--- src/rtl/cmp_status.sv ---
module cmp_status #(
  parameter int W = 64
) (
  input  logic [W-1:0] dst_i,
  input  logic [W-1:0] src_i,
  input  logic [1:0]   size_i,
  input  logic         unsigned_i,
  input  logic         stgb_i,
  output logic         lt_o,
  output logic         eq_o,
  output logic         gt_o,
  output logic         store_o
);
  localparam int XW = W + 1;

  logic [XW-1:0] dx, sx;

  function automatic logic [XW-1:0] widen(input logic [W-1:0] v, input logic [1:0] sz, input logic u);
    logic [XW-1:0] r;
    case (sz)
      2'b00:   r = {{(XW-8){~u & v[7]}},   v[7:0]};
      2'b01:   r = {{(XW-16){~u & v[15]}}, v[15:0]};
      2'b10:   r = {{(XW-32){~u & v[31]}}, v[31:0]};
      default: r = {~u & v[W-1], v};
    endcase
    return r;
  endfunction

  assign dx = widen(dst_i, size_i, unsigned_i);
  assign sx = widen(src_i, size_i, unsigned_i);

  assign eq_o = (dx == sx);
  assign lt_o = $signed(dx) < $signed(sx);
  assign gt_o = ~eq_o & ~lt_o;

  assign store_o = stgb_i & ($signed(src_i[7:0]) < $signed(dst_i[7:0]));
endmodule


--- config.mk ---
export PLATFORM = sky130hd
export DESIGN_NAME = cmp_status
export DESIGN_NICKNAME = d
export VERILOG_FILES = /design/src/rtl/cmp_status.sv
export SDC_FILE = /design/constraint.sdc
export NUM_CORES = 1
export LEC_CHECK = 0
export BUFFER_PORTS_ARGS = -buffer_cell sky130_fd_sc_hd__clkbuf_2
export CORE_ASPECT_RATIO = 1.4
export CORE_MARGIN = 3
export CORE_UTILIZATION = 50
export DETAILED_ROUTE_END_ITERATION = 10
export PLACE_DENSITY = 0.88
export REMOVE_ABC_BUFFERS = 1
export SYNTH_ARGS = -nofsm -noshare
export SYNTH_HDL_FRONTEND = slang
export SYNTH_SLANG_ARGS = --single-unit
--- constraint.sdc ---
create_clock -name vclk -period 12.8
set_clock_uncertainty 0.05 [all_clocks]
set_input_delay 2.56 -clock vclk [all_inputs]
set_output_delay 2.56 -clock vclk [all_outputs]
set_load 0.01 [all_outputs]
==> metrics.txt <==
# TYPE chip_impl_metric gauge
chip_impl_metric{name="clockBufferCount",unit=""} 0
chip_impl_info{name="hold_path.class",value="input pin to output pin"} 1
chip_impl_metric{name="finalHoldWorstSlack",unit="ns"} 5.399
chip_impl_metric{name="route.detailed.vias_per_inst",unit=""} 5.625
chip_impl_metric{name="design.seq.count",unit=""} 0
chip_impl_info{name="worst_setup_end_kind",value="output pin"} 1
chip_impl_info{name="status",value="finished clean"} 1
chip_impl_info{name="layout_common_cells",value="clkbuf_2 (136), ha_1 (73), nand2_1 (58)"} 1
chip_impl_metric{name="seq_area",unit="µm²"} 0
chip_impl_info{name="yosys.area.top_type",value="ha_1"} 1
chip_impl_metric{name="initial_antenna_violation_count",unit=""} 0
chip_impl_metric{name="final_weighted_congestion_of_routability_driven_global_placement",unit=""} 0.8875
chip_impl_metric{name="syn_inst",unit=""} 378
chip_impl_metric{name="tns",unit="ns"} 0
chip_impl_metric{name="max_cap_violations",unit=""} 0
chip_impl_metric{name="yosysWarningCount",unit=""} 0
chip_impl_metric{name="timing.final.setup_violations",unit=""} 0
chip_impl_metric{name="crit_fanout",unit=""} 66
chip_impl_metric{name="power.density_cell_area",unit="nW/µm²"} 43.06
chip_impl_metric{name="grt_max_degree",unit=""} 67
chip_impl_info{name="worst_setup_path_startpoint",value="size_i[1]"} 1
chip_impl_info{name="layout.cells.most_common",value="clkbuf_2"} 1
chip_impl_metric{name="drive_gt1_share",unit="%"} 29.82
chip_impl_metric{name="gr-total-overflow",unit=""} 0
chip_impl_metric{name="max_freq",unit="MHz"} 99.55
chip_impl_metric{name="post-route-drc-count",unit=""} 0
chip_impl_metric{name="max-vdd-ir-drop",unit="µV"} 21.34
chip_impl_metric{name="clockPowerShare",unit="%"} 0
chip_impl_info{name="worstSetupEndpoint",value="gt_o"} 1
chip_impl_metric{name="final_max_slew_viol_count",unit=""} 0
chip_impl_metric{name="synthDominantCellAreaShare",unit="%"} 36.00
chip_impl_metric{name="internal_power",unit="µW"} 65.29
chip_impl_metric{name="critical_path_required",unit="ns"} 10.19
chip_impl_info{name="rsz0062_at_grt",value="no"} 1
chip_impl_metric{name="cp_data_arrival_time",unit="ns"} 7.43
chip_impl_metric{name="power_frac_comb",unit="%"} 100.0
chip_impl_metric{name="hold_viol_final",unit=""} 0
chip_impl_metric{name="routed_wirelength",unit="µm"} 7187
chip_impl_metric{name="die_area",unit="µm²"} 5978
chip_impl_info{name="dr.max_layer_used",value="met4"} 1
chip_impl_metric{name="period_utilisation_layout",unit="%"} 78.48
chip_impl_metric{name="routedLengthMet1",unit="µm"} 2757
chip_impl_metric{name="power.sequential.fraction",unit="%"} 0
chip_impl_metric{name="sw_share",unit="%"} 53.06
chip_impl_metric{name="standard_cell_rows",unit=""} 30
chip_impl_metric{name="slew-limit-headroom",unit="%"} 32.33
chip_impl_metric{name="grt_pass1_vias",unit=""} 2935
chip_impl_metric{name="die_height",unit="µm"} 90.29
chip_impl_metric{name="met2WireLength",unit="µm"} 3809
chip_impl_metric{name="cts_resized",unit=""} 0
chip_impl_metric{name="routed-wl-met3",unit="µm"} 508
chip_impl_metric{name="worst-slew-pin-transition",unit="ns"} 1.011
chip_impl_metric{name="dieWidth",unit="µm"} 66.21
chip_impl_metric{name="finish.instance_area",unit="µm²"} 3231
chip_impl_metric{name="layout_min_cycle_time",unit="ns"} 10.04
chip_impl_info{name="yosys-top-cells-area",value="ha_1 (36%), o21a_1 (11%), a21oi_1 (10%)"} 1
chip_impl_metric{name="route.antenna.remaining_nets",unit=""} 0
chip_impl_metric{name="vias",unit=""} 3133
chip_impl_metric{name="drt_first_iter_violations",unit=""} 138
chip_impl_metric{name="post_synth_num_cell_types",unit=""} 37
chip_impl_metric{name="port_buffers",unit=""} 136
chip_impl_metric{name="cts_post_setup_buffers_inserted",unit=""} 0
chip_impl_metric{name="coreArea",unit="µm²"} 4880
chip_impl_metric{name="initial_utilization",unit="%"} 52.00
chip_impl_metric{name="postPlaceCellArea",unit="µm²"} 3231
chip_impl_metric{name="global_route_wire_length_before_repair",unit="µm"} 11780
chip_impl_metric{name="nets",unit=""} 700
chip_impl_metric{name="netSwitchingPower",unit="µW"} 73.82
chip_impl_metric{name="cts.hold.buffers_added",unit=""} 0
chip_impl_metric{name="power.static_leakage",unit="nW"} 1.811
chip_impl_metric{name="portion_of_the_post_synthesis_area_used_by_sequential_elements",unit="%"} 0
chip_impl_metric{name="netlist_area",unit="µm²"} 2537
chip_impl_metric{name="dpl.hpwl",unit="µm"} 6167
chip_impl_info{name="start_kind",value="input pin"} 1
chip_impl_metric{name="antenna_cells",unit=""} 0
chip_impl_metric{name="global_route.usage.total",unit="%"} 23.02
chip_impl_metric{name="area_delta_synth_final",unit="%"} 27.32
chip_impl_metric{name="syn-mean-instance-area",unit="µm²"} 6.713
chip_impl_info{name="critPathKind",value="input pin to output pin"} 1
chip_impl_metric{name="routedWlPerCell",unit="µm"} 12.90
chip_impl_metric{name="io_pins",unit=""} 136
chip_impl_metric{name="detail_route.first_pass.iterations",unit=""} 6
-- through the flow --
step	cells	worst slack (ns)	total power, mW	utilization [%]
finish	557	2.755	0.1391	66.21
global route	557	2.270	0.1602	66.21
CTS	557	2.767	0.1394	66.21
detailed placement	557	2.780	0.1385	66.21
global placement	557	2.953	0.1340	66.21
floorplan	356	3.137	0.09142	-
-- cell usage after synthesis, types with 2 or more instances --
cell type / instances
nor2b_1: 2
nand2b_1: 2
or4_4: 2
clkbuf_1: 22
nand4_1: 8
inv_1: 19
o21ai_1: 8
o21a_1: 36
o21ai_0: 36
nor2_1: 9
o211ai_1: 2
or2_1: 2
ha_1: 73
nand3_1: 6
a211oi_1: 2
mux2i_1: 2
nor3_1: 5
a21oi_1: 53
nand2_1: 59
a21o_1: 11
nor4_1: 3
-- cell families (layout without fill, tap and decap cells) --
kind of cell / count (synthesis) / count (layout) / share of synthesized area (%)
compound gates: 156 / 156 / 37.23
simple gates: 106 / 106 / 19.92
fa+ha+maj: 73 / 73 / 36.00
buf+inv: 41 / 156 / 6.065
mux: 2 / 2 / 0.7890
-- layer usage --
layer  track usage, %  up-vias
li1                 -     1622
met1            26.96     1403
met2            43.91      100
met3            2.117        8
met4            3.898        0
met5                0        -
-- power by group through the flow --
stage	Clock [mW]	Combinational (mW)	Sequential, mW
finish	0	0.139	0
global route	0	0.160	0
CTS	0	0.139	0
detailed placement	0	0.139	0
global placement	0	0.134	0
floorplan	0	0.0914	0
-- final cells by class --
class                      count  area, µm²
multi-input combinational    337       2391
fill                         462       1649
tap                           64      80.08
inverter                      19      71.32
timing repair buffer         137      688.2
-- critical path, stage by stage --
cell      delay, ns
clkbuf_2       0.51
nand2_2        0.75
o21ai_0        0.23
or2_1          0.66
o21ai_1        0.21
nand2b_1       0.21
ha_1           0.35
nand4_2        0.12
or4_4          0.56
or4_4          0.56
nor2_2         0.11
a311o_2        0.19
o21a_2         0.12
o21ba_1        0.14
clkbuf_2       0.13
-- worst min path at each step --
stage               startpoint      end  slack [ns]  depth (start not counted)
detailed placement      stgb_i  store_o        5.40                          3
finish                  stgb_i  store_o        5.40                          3
global placement        stgb_i  store_o        5.39                          3
global route            stgb_i  store_o        5.42                          3
floorplan               stgb_i  store_o        5.22                          1
CTS                     stgb_i  store_o        5.40                          3
Note: power is estimated with default switching activity, not from simulation.
